$ cat src/rtl/ptune_pkg.sv
package ptune_pkg;
  localparam int unsigned PH_W = 3;
  localparam int unsigned NPH  = 1 << PH_W;
  localparam int unsigned SCAN_W = PH_W + 1;
  localparam logic [NPH-1:0] WIDE_MASK   = 8'hC7;
  localparam logic [NPH-1:0] NARROW_MASK = 8'h83;

  typedef enum logic [2:0] {
    S_IDLE, S_ADV, S_REQ, S_WAIT, S_SCAN, S_FIN
  } sweep_state_e;

  function automatic logic [NPH-1:0] ror_map(logic [NPH-1:0] v, logic [PH_W-1:0] n);
    logic [NPH-1:0] r;
    for (int b = 0; b < NPH; b++) r[b] = v[PH_W'(b) + n];
    return r;
  endfunction

  function automatic logic any_hit(logic [NPH-1:0] v, logic [NPH-1:0] m);
    logic h;
    h = 1'b0;
    for (int i = 0; i < NPH; i++)
      if ((ror_map(v, PH_W'(i)) & m) == m) h = 1'b1;
    return h;
  endfunction
endpackage

$ cat src/rtl/ptune_sweep.sv
module ptune_sweep
  import ptune_pkg::*;
#(
  parameter int unsigned TMO_W = 24
) (
  input  logic            clk_i,
  input  logic            rst_ni,
  input  logic            start_i,
  input  logic [PH_W-1:0] phase_i,
  input  logic            trial_done_i,
  input  logic            trial_pass_i,
  input  logic            scan_res_i,
  output logic            accept_o,
  output logic            adv_o,
  output logic            trial_req_o,
  output logic            scan_go_o,
  output logic            busy_o,
  output logic            done_o,
  output logic [NPH-1:0]  map_o,
  output logic [TMO_W-1:0] tmo_o
);
  sweep_state_e    state_q;
  logic [PH_W-1:0] start_ph_q;
  logic            last_trial;

  assign accept_o    = (state_q == S_IDLE) && start_i;
  assign adv_o       = (state_q == S_ADV);
  assign trial_req_o = (state_q == S_REQ);
  assign last_trial  = (state_q == S_WAIT) && trial_done_i && (phase_i == start_ph_q);
  assign scan_go_o   = last_trial;
  assign busy_o      = (state_q != S_IDLE);
  assign done_o      = (state_q == S_FIN);

  always_ff @(posedge clk_i or negedge rst_ni) begin
    if (!rst_ni) begin
      state_q    <= S_IDLE;
      start_ph_q <= '0;
      map_o      <= '0;
      tmo_o      <= '0;
    end else begin
      unique case (state_q)
        S_IDLE: if (start_i) begin
          start_ph_q <= phase_i;
          map_o      <= '0;
          state_q    <= S_ADV;
        end
        S_ADV: begin
          tmo_o   <= '1;
          state_q <= S_REQ;
        end
        S_REQ: state_q <= S_WAIT;
        S_WAIT: if (trial_done_i) begin
          if (trial_pass_i) map_o[phase_i] <= 1'b1;
          state_q <= last_trial ? S_SCAN : S_ADV;
        end
        S_SCAN: if (scan_res_i) state_q <= S_FIN;
        S_FIN:  state_q <= S_IDLE;
        default: state_q <= S_IDLE;
      endcase
    end
  end

  a_r2_req_single: assert property (@(posedge clk_i) disable iff (!rst_ni)
    trial_req_o |=> !trial_req_o);
  a_r2_no_req_pending: assert property (@(posedge clk_i) disable iff (!rst_ni)
    (state_q == S_WAIT && !trial_done_i) |=> !trial_req_o);
  a_r3_tmo_at_req: assert property (@(posedge clk_i) disable iff (!rst_ni)
    trial_req_o |-> (&tmo_o));
  a_r9_done_pulse: assert property (@(posedge clk_i) disable iff (!rst_ni)
    done_o |=> !done_o);
  a_r9_busy_at_done: assert property (@(posedge clk_i) disable iff (!rst_ni)
    done_o |-> busy_o);
  a_r10_busy_hold: assert property (@(posedge clk_i) disable iff (!rst_ni)
    (busy_o && !done_o) |=> busy_o);
endmodule

$ cat src/rtl/ptune_select.sv
module ptune_select
  import ptune_pkg::*;
(
  input  logic            clk_i,
  input  logic            rst_ni,
  input  logic            go_i,
  input  logic [NPH-1:0]  map_i,
  output logic            res_valid_o,
  output logic            found_o,
  output logic [PH_W-1:0] sel_o
);
  localparam logic [SCAN_W-1:0] LAST_STEP = SCAN_W'(2 * NPH - 1);

  logic              run_q;
  logic [SCAN_W-1:0] cnt_q;
  logic [NPH-1:0]    rot, mask;
  logic              hit;

  always_comb begin
    rot  = ror_map(map_i, cnt_q[PH_W-1:0]);
    mask = cnt_q[PH_W] ? NARROW_MASK : WIDE_MASK;
    hit  = (rot & mask) == mask;
  end

  assign res_valid_o = run_q && (hit || cnt_q == LAST_STEP);
  assign found_o     = run_q && hit;
  assign sel_o       = cnt_q[PH_W-1:0];

  always_ff @(posedge clk_i or negedge rst_ni) begin
    if (!rst_ni) begin
      run_q <= 1'b0;
      cnt_q <= '0;
    end else if (go_i) begin
      run_q <= 1'b1;
      cnt_q <= '0;
    end else if (res_valid_o) begin
      run_q <= 1'b0;
    end else if (run_q) begin
      cnt_q <= cnt_q + 1'b1;
    end
  end

  // fallback hit only when no wide window exists anywhere
  a_r6_fallback_only: assert property (@(posedge clk_i) disable iff (!rst_ni)
    (found_o && cnt_q[PH_W]) |-> !any_hit(map_i, WIDE_MASK));
  a_r7_miss_is_empty: assert property (@(posedge clk_i) disable iff (!rst_ni)
    (res_valid_o && !found_o) |-> !any_hit(map_i, NARROW_MASK));
  a_r9_res_single: assert property (@(posedge clk_i) disable iff (!rst_ni)
    res_valid_o |=> !res_valid_o);
endmodule

$ cat src/rtl/ptune_phase_reg.sv
module ptune_phase_reg
  import ptune_pkg::*;
(
  input  logic            clk_i,
  input  logic            rst_ni,
  input  logic            idle_i,
  input  logic            clr_err_i,
  input  logic            load_i,
  input  logic [PH_W-1:0] load_val_i,
  input  logic            reload_i,
  input  logic            adv_i,
  input  logic            res_valid_i,
  input  logic            found_i,
  input  logic [PH_W-1:0] sel_i,
  output logic [PH_W-1:0] phase_o,
  output logic [PH_W-1:0] tuned_o,
  output logic            err_o
);
  always_ff @(posedge clk_i or negedge rst_ni) begin
    if (!rst_ni) begin
      phase_o <= '0;
      tuned_o <= '0;
      err_o   <= 1'b0;
    end else if (res_valid_i) begin
      if (found_i) begin
        phase_o <= sel_i;
        tuned_o <= sel_i;
        err_o   <= 1'b0;
      end else begin
        err_o   <= 1'b1;
      end
    end else if (adv_i) begin
      phase_o <= phase_o + 1'b1;
    end else if (idle_i) begin
      if (load_i)        phase_o <= load_val_i;
      else if (reload_i) phase_o <= tuned_o;
      if (clr_err_i)     err_o   <= 1'b0;
    end
  end

  a_r1_step: assert property (@(posedge clk_i) disable iff (!rst_ni)
    adv_i |=> phase_o == $past(phase_o) + 1'b1);
  a_r7_keep_tuned: assert property (@(posedge clk_i) disable iff (!rst_ni)
    (res_valid_i && !found_i) |=> ($stable(tuned_o) && err_o));
  a_r8_commit: assert property (@(posedge clk_i) disable iff (!rst_ni)
    (res_valid_i && found_i) |=> (phase_o == tuned_o && !err_o));
  a_r11_busy_locked: assert property (@(posedge clk_i) disable iff (!rst_ni)
    (!idle_i && !adv_i && !res_valid_i) |=> $stable(phase_o));
endmodule

$ cat src/rtl/phase_tune_engine.sv
module phase_tune_engine
  import ptune_pkg::*;
#(
  parameter int unsigned TMO_W = 24
) (
  input  logic             clk_i,
  input  logic             rst_ni,
  input  logic             start_i,
  input  logic             phase_load_i,
  input  logic [2:0]       phase_val_i,
  input  logic             tuned_reload_i,
  input  logic             trial_done_i,
  input  logic             trial_pass_i,
  output logic             trial_req_o,
  output logic [2:0]       trial_phase_o,
  output logic [TMO_W-1:0] data_tmo_o,
  output logic [2:0]       phase_o,
  output logic [2:0]       tuned_o,
  output logic             busy_o,
  output logic             done_o,
  output logic             err_o
);
  logic           accept, adv, scan_go, res_valid, found;
  logic [NPH-1:0] pass_map;
  logic [PH_W-1:0] sel;

  ptune_sweep #(.TMO_W(TMO_W)) u_sweep (
    .clk_i, .rst_ni, .start_i,
    .phase_i      (phase_o),
    .trial_done_i, .trial_pass_i,
    .scan_res_i   (res_valid),
    .accept_o     (accept),
    .adv_o        (adv),
    .trial_req_o,
    .scan_go_o    (scan_go),
    .busy_o, .done_o,
    .map_o        (pass_map),
    .tmo_o        (data_tmo_o)
  );

  ptune_select u_select (
    .clk_i, .rst_ni,
    .go_i        (scan_go),
    .map_i       (pass_map),
    .res_valid_o (res_valid),
    .found_o     (found),
    .sel_o       (sel)
  );

  ptune_phase_reg u_phase (
    .clk_i, .rst_ni,
    .idle_i      (!busy_o),
    .clr_err_i   (accept),
    .load_i      (phase_load_i),
    .load_val_i  (phase_val_i),
    .reload_i    (tuned_reload_i),
    .adv_i       (adv),
    .res_valid_i (res_valid),
    .found_i     (found),
    .sel_i       (sel),
    .phase_o, .tuned_o, .err_o
  );

  assign trial_phase_o = phase_o;

  a_r2_phase_under_test: assert property (@(posedge clk_i) disable iff (!rst_ni)
    trial_req_o |-> trial_phase_o == $past(phase_o) + 1'b1);
  a_r8_done_consistent: assert property (@(posedge clk_i) disable iff (!rst_ni)
    (done_o && !err_o) |-> phase_o == tuned_o);
endmodule

$ cat config.mk
export PLATFORM = sky130hd
export DESIGN_NAME = phase_tune_engine
export DESIGN_NICKNAME = d
export VERILOG_FILES = /design/src/rtl/ptune_pkg.sv /design/src/rtl/ptune_sweep.sv /design/src/rtl/ptune_select.sv /design/src/rtl/ptune_phase_reg.sv /design/src/rtl/phase_tune_engine.sv
export SDC_FILE = /design/constraint.sdc
export NUM_CORES = 1
export LEC_CHECK = 0
export CAP_MARGIN = 10
export CORE_UTILIZATION = 55
export CTS_BUF_LIST = sky130_fd_sc_hd__clkbuf_8 sky130_fd_sc_hd__clkbuf_16
export DETAILED_ROUTE_END_ITERATION = 10
export DONT_BUFFER_PORTS = 1
export PLACE_DENSITY = 0.7
export SLEW_MARGIN = 10
export SYNTH_ARGS = -nofsm -noshare
export SYNTH_HDL_FRONTEND = slang
export SYNTH_SLANG_ARGS = --single-unit
export TNS_END_PERCENT = 30
$ cat constraint.sdc
create_clock -name clk_i -period 3.4 [get_ports clk_i]
set_input_delay 0.17 -clock clk_i [delete_from_list [all_inputs] [get_ports clk_i]]
set_output_delay 0.17 -clock clk_i [all_outputs]
set_load 0.02 [all_outputs]
==> flow_summary_export.csv, run 1 <==
group,metric,value,unit
outcome,status,"finished, final reports clean",
die,die_width,60.6,um
clock_network,cts_buffers,3,
place,placedCellCount,204,
synthesis,synth_mux_area_share,14.6,%
grt,grt_antenna_before_repair,0,
sta,worst_pin_slew,0.709,ns
hold_path,hp-class,"in -> reg",
clock_network,postCtsSetupBuffers,0,
place,post_dp_cell_area,0.00171,mm^2
synthesis,synth_top_area_share,35.8,%
critical_path,path_max_fanout,15,
clock_network,clockRootBuffer,"clkbuf_8",
power_and_ir_drop,p_leak,0.814,nW
sta,slew_viol_final,0,
layout,n_antenna_cell,0,
grt,grt.total_usage,20.8,%
synthesis,synth-compound-area-share,12.9,%
layout,fin_nets,181,
route,wl_per_cell,16.2,um
sta,clock_skew,0.00337,ns
route,dr.pass1.iters,4,
synthesis,synth_most_common_cell,"dfrtp_1",
clock_network,cts.clk_slew.worst_paths,0.09,ns
sta,period_share,84.4,%
synthesis,synthTopCellsByArea,"dfrtp_1, buf_4, mux2i_1",
die,placementRows,20,
critical_path,cp_data_arrival_time,3.04,ns
route,drt_iter0_drc,71,
grt,grt_overflow_total,0,
sta,setup_viol,0,
sta,rsz0062_at_grt,"false",
place,numPortBuffers,0,
die,boundaryPins,47,
critical_path,crit_type,"reg -> reg",
synthesis,netlist_instances,192,
synthesis,async_flop_share,100,%
place,gp_congestion,0.869,
route,vias_per_cell,5.82,
synthesis,yosysUniqueCellTypes,42,
die,start_util,59.9,%
power_and_ir_drop,power,0.00162,W
power_and_ir_drop,powerDensity,911,mW/mm^2
grt,grt_pass1_wl,5520,um
synthesis,synth-simple-area-share,15.7,%
layout,final_core_util,56.5,%
route,drcViolationCount,0,
clock_network,cts_resized,0,
synthesis,synth_top_area_cell,"dfrtp_1",
clock_network,clock_path_buffers,2,
synthesis,synth_top_family_by_area,"simple AND/OR/NAND/NOR gates",
synthesis,synthXorXnorAreaFrac,2.78,%
layout,instances_no_fill,210,
synthesis,synth-main-ff-cell,"dfrtp_1",
sta,final.setup.tns,0,ns
die,dieArea,0.00367,mm^2
place,hpwl,2530,um
power_and_ir_drop,ir_worst_vdd,0.000423,V
flow_run,max_cap_viol_count,0,
route,vias,1222,
synthesis,avgSynthCellArea,9.83,um^2
grt,grt_pass1_vias,1208,
synthesis,synth_edf_count,0,
synthesis,synth-seq-cells,27,
layout,drive_above_1_share,13.9,%
critical_path,endpoint_kind,"register",
critical_path,worstPathRequired,3.57,ns
layout,fillCellCount,290,
clock_network,numClockSinks,27,
sta,timing.fmax,0.348,GHz
synthesis,synthAdderAreaFrac,2.65,%
sta,fin_crit,2.87,ns
critical_path,start_kind,"register",
synthesis,synthTopCellsByCount,"dfrtp_1, buf_4, nor2_1",
clock_network,htreeDepth,1,
synthesis,ys_warn_count,0,
layout,design_area,0.00178,mm^2
route,wl,3410,um
synthesis,syn_nets,206,
synthesis,yosysSeqAreaShare,35.8,%
clock_network,clk_latency,0.27,ns
layout,area_delta_synth_final,-5.57,%
route,drtAntennaViolNets,0,
grt,grt_max_degree,28,
clock_network,cts_tree,"yes",
sta,final_hold_viol_count,0,
layout,multiInputGateArea,920,um^2
sta,slew_headroom,53.1,%
die,fp.dieH,60.6,um
die,core,0.00315,mm^2
synthesis,synth_area,0.00189,mm^2
layout,seq_area,679,um^2
-- sequential cells by signal, summed over array words and instances, names as in the netlist --
| register | count |
|---|---|
| u_phase.phase_o | 3 |
| u_sweep.map_o | 8 |
| u_sweep.state_q | 3 |
| u_phase.err_o | 1 |
| u_sweep.tmo_o | 1 |
| u_phase.tuned_o | 3 |
| u_select.run_q | 1 |
| u_select.cnt_q | 4 |
| u_sweep.start_ph_q | 3 |
-- per-layer routing --
layer	GRT usage, %	vias to the layer above	wire length, um
li1	-	593	-
met1	27.2	589	1480
met2	34.7	34	1670
met3	5.97	6	236
met4	4.55	0	28
met5	0	-	0
-- through the flow --
step,hold WS (ns),worst slack (ns)
floorplan,-0.126,0.889
global placement,-0.125,0.725
detailed placement,-0.125,0.562
CTS,0.118,0.544
global route,0.133,0.389
finish,0.126,0.530
-- cells by family after synthesis --
group | after synthesis
compound gates | 34
xor+xnor | 6
fa+ha+maj | 4
buf+inv | 41
flops | 27
mux | 22
simple gates | 58
-- path summary, 6_finish.rpt --
path                                         endpoint  cells after the start             startpoint  slack (ns)
worst max-delay path               u_phase.tuned_o[0]                      8      u_select.cnt_q[0]        0.53
worst min-delay path               u_sweep.state_q[1]                      2           trial_done_i        0.13
worst max register to register     u_phase.tuned_o[0]                      8      u_select.cnt_q[0]        0.53
worst min register to register  u_sweep.start_ph_q[2]                      1  u_sweep.start_ph_q[2]        0.54
max in group asynchronous            u_sweep.tmo_o[0]                      2                 rst_ni        2.88
min in group asynchronous          u_phase.tuned_o[0]                      2                 rst_ni        0.35
-- area by class of cell --
type,instances,share of cell area [%]
tap,44,3.09
timing repair buffer,7,3.79
clock inverter,1,0.281
clock buffer,3,2.32
sequential,27,38.1
multi-input combinational,124,51.6
inverter,4,0.842
-- power breakdown --
group          internal, W  switching (W)  leakage, nW  total (W)
clock network    0.0000822      0.0000982       0.0255   0.000180
registers         0.000451       0.000236        0.342   0.000686
logic             0.000357       0.000401        0.447   0.000757
total             0.000890       0.000735        0.814    0.00162
-- worst max-delay path: stages, from the launching register on --
cell and delay (ns):
dfrtp_1 0.69, inv_1 0.13, ha_1 0.24, xor2_1 0.26, mux2i_1 0.26, nand3b_1 0.15
a221oi_4 0.45, and2_4 0.29, mux2_4 0.31
-- repair_timing --
item	in CTS	in global routing
hold endpoints to repair	27	0
endpoints found under the setup margin	0	0
hold buffers	2	0
-- cells in the final DEF, fill, tap and decap left out, drive strengths merged, types with 3 or more instances in the layout --
cell,instances
a21oi,12
buf,6
clkbuf,3
dfrtp,27
ha,4
inv,4
mux2,7
mux2i,13
nand2,8
nand2b,4
nand3,6
nand3b,3
nor2,18
nor2b,6
nor3,3
o21ai,6
xnor2,3
xor2,3
(Power assumes the default switching activity.)
==> inputs of run 2 (changes only) <==
Settings changed: ABC_AREA set to 1.
Clock period 3.4 ns to 2.8 ns, I/O delays scaled along.
==> flow_summary_export.csv, run 2 <==
group,metric,value,unit
route,drtAntennaViolNets,0,
synthesis,async_flop_share,100,%
synthesis,synthXorXnorAreaFrac,2.34,%
layout,mostFrequentLayoutCell,"nand2_1",
place,post_dp_cell_area,0.00174,mm^2
route,dr.pass1.iters,5,
layout,n_antenna_cell,0,
sta,setup_viol,0,
sta,fin_crit,2.34,ns
place,gp_congestion,0.847,
place,placedCellCount,274,
synthesis,synth_top_family_by_area,"simple AND/OR/NAND/NOR gates",
power_and_ir_drop,p_comb_share,55.1,%
power_and_ir_drop,clockPowerShare,9.9,%
synthesis,syn_nets,268,
synthesis,yosysSeqAreaShare,36.1,%
synthesis,synth_top_area_share,36.1,%
clock_network,cts.clk_slew.worst_paths,0.09,ns
die,placementRows,20,
critical_path,start_kind,"register",
critical_path,r2r_setup_slack,0.46,ns
synthesis,synth_most_common_cell,"nand2_1",
layout,top_register,"u_sweep.map_o",
critical_path,max_stage_delay,0.56,ns
synthesis,synthAdderAreaFrac,2.67,%
synthesis,synth-compound-area-share,8.35,%
route,drt_iter0_drc,84,
power_and_ir_drop,intPower,0.00108,W
critical_path,critPathTopFamily,"simple AND/OR/NAND/NOR gates",
power_and_ir_drop,switching_share,50.6,%
grt,grt_pass1_wl,6240,um
sta,slew_viol_final,0,
synthesis,netlist_instances,254,
synthesis,synth_mux_area_share,1.20,%
sta,clock_skew,0.00481,ns
critical_path,worstPathRequired,2.96,ns
sta,slew_headroom,59.2,%
critical_path,timing.rr.end,"u_phase.phase_o[0]",
place,numPortBuffers,0,
clock_network,numClockSinks,27,
sta,rsz0062_at_grt,"false",
synthesis,synth_area,0.00187,mm^2
critical_path,crit_chain,"inv_2 -> ha_1 -> inv_1 -> nand3_1 -> nand3_1 -> nand2_1 -> nand2_2 -> o21ai_4 -> nand2_2 -> nand3_4 -> nand2_2 -> nand2_1 -> nand2_1",
synthesis,synthTopCellsByArea,"dfrtp_1, nand2_1, buf_4",
synthesis,avgSynthCellArea,7.37,um^2
power_and_ir_drop,ir_worst_vdd,0.000637,V
die,boundaryPins,47,
sta,final.setup.tns,0,ns
sta,final_hold_viol_count,0,
critical_path,endpoint_kind,"register",
die,start_util,59.4,%
critical_path,path_max_fanout,12,
die,dieArea,0.00364,mm^2
critical_path,crit_type,"reg -> reg",
clock_network,clockRootBuffer,"clkbuf_8",
hold_path,hold_depth,2,
sta,worst_pin_slew,0.608,ns
sta,timing.fmax,0.427,GHz
power_and_ir_drop,pwr-share-seq,35.0,%
clock_network,htreeDepth,1,
synthesis,yosysUniqueCellTypes,26,
synthesis,ys_warn_count,0,
die,fp.dieH,60.4,um
hold_path,worstHoldEndpoint,"u_sweep.state_q[0]",
clock_network,clk_latency,0.27,ns
clock_network,cts_resized,0,
flow_run,max_cap_viol_count,0,
layout,design_area,0.00182,mm^2
route,wl,3710,um
layout,drive_above_1_share,10.2,%
grt,grt_pass1_vias,1395,
layout,fin_nets,251,
critical_path,crit-reg2reg-launch,"u_select.cnt_q[0]",
critical_path,reg2regPathDepth,13,
layout,fillCellCount,323,
die,die_width,60.4,um
synthesis,synth-main-ff-cell,"dfrtp_1",
outcome,status,"finished, final reports clean",
synthesis,synth-simple-area-share,31.5,%
place,hpwl,2860,um
route,vias,1438,
grt,grt_overflow_total,0,
grt,grt_max_degree,28,
layout,area_delta_synth_final,-2.87,%
route,drcViolationCount,0,
route,vias_per_cell,5.14,
clock_network,cts_tree,"yes",
power_and_ir_drop,powerDensity,1200,mW/mm^2
grt,grt_antenna_before_repair,0,
die,core,0.00315,mm^2
clock_network,postCtsSetupBuffers,0,
synthesis,synth_edf_count,0,
critical_path,slowest_stage,"dfrtp_1",
layout,largest_reg_flops,8,
synthesis,synth_top_area_cell,"dfrtp_1",
layout,layout_common_cells,"nand2_1, nand3_1, inv_1",
sta,period_share,83.7,%
power_and_ir_drop,p_leak,0.915,nW
clock_network,cts_hold_buf,2,
synthesis,synth-seq-cells,27,
synthesis,synthTopCellsByCount,"nand2_1, nand3_1, inv_1",
route,wl_per_cell,13.3,um
hold_path,hp-class,"in -> reg",
grt,grt.total_usage,23.0,%
clock_network,clock_path_buffers,2,
layout,reg_top3,"u_sweep.map_o: 8 flops, u_select.cnt_q: 4 flops",
power_and_ir_drop,switching_power,0.00110,W
critical_path,path_buf_inv,2,
clock_network,cts_buffers,3,
layout,instances_no_fill,280,
hold_path,min_from,"trial_done_i",
critical_path,cp_data_arrival_time,2.51,ns
==> run 2: cell count changes after synthesis, sizes merged, moves of 3 or more <==
cell    previous run  this run
clkbuf             7         0
inv                4        29
mux2               7         2
mux2i             13         0
nand2              8        73
nand2b             4         0
nand3              6        34
nor2              18        15
nor2b              6         0
o21ai              6        16
==> run 2: logic make-up (layout without fill, tap and decap cells) <==
family | Yosys count | count (layout)
flops | 27 | 27
mux | 2 | 2
fa+ha+maj | 4 | 4
simple gates | 130 | 130
xor+xnor | 5 | 5
compound gates | 28 | 28
buf+inv | 58 | 40
==> run 2: routing by layer <==
layer	track usage [%]	part of all wire, %	wire (um)	vias up
met5	0	0	0	-
met1	30.8	49	1810	652
li1	-	-	-	750
met2	38.3	45	1680	34
met3	5.76	5.3	197	2
met4	3.65	0.51	19	0
==> run 2: area by class of cell <==
cell class                 instances  area, um^2  area share [%]
tap                               44        55.1            3.03
clock inverter                     1        3.75           0.206
inverter                          29         109            5.98
sequential                        27         679            37.3
clock buffer                       3        41.3            2.27
multi-input combinational        169         863            47.5
timing repair buffer               7        67.6            3.71
==> run 2: per-stage QoR <==
stage | power, W | setup WS, ns | util, % | hold WS [ns]
after floorplan | 0.00174 | 0.876 | - | -0.156
after detailed placement | 0.00195 | 0.475 | 55.3 | -0.155
after CTS | 0.00219 | 0.464 | 57.7 | 0.0546
final | 0.00218 | 0.455 | 57.7 | 0.0578
after global placement | 0.00194 | 0.535 | 55.3 | -0.155
after global routing | 0.00240 | 0.241 | 57.7 | 0.0698
==> run 2: how the worst max path moves through the flow <==
| stage | start | end | cells after the start | slack [ns] |
|---|---|---|---|---|
| final | u_select.cnt_q[0] | u_phase.phase_o[0] | 13 | 0.46 |
| after floorplan | u_select.cnt_q[0] | u_phase.phase_o[1] | 14 | 0.88 |
| after detailed placement | u_select.cnt_q[0] | u_phase.phase_o[1] | 13 | 0.48 |
| after CTS | u_select.cnt_q[0] | u_select.cnt_q[0] | 11 | 0.46 |
| after global routing | u_select.cnt_q[0] | u_phase.phase_o[1] | 13 | 0.24 |
| after global placement | u_select.cnt_q[0] | u_select.cnt_q[0] | 11 | 0.54 |
==> run 2: power by group through the flow <==
stage / Combinational [W] / Sequential, W / Clock [W]
after global routing: 0.00138 / 0.000786 / 0.000240
after detailed placement: 0.00118 / 0.000769 / 0
after floorplan: 0.00100 / 0.000741 / 0
final: 0.00120 / 0.000762 / 0.000215
after global placement: 0.00117 / 0.000766 / 0
after CTS: 0.00120 / 0.000759 / 0.000223
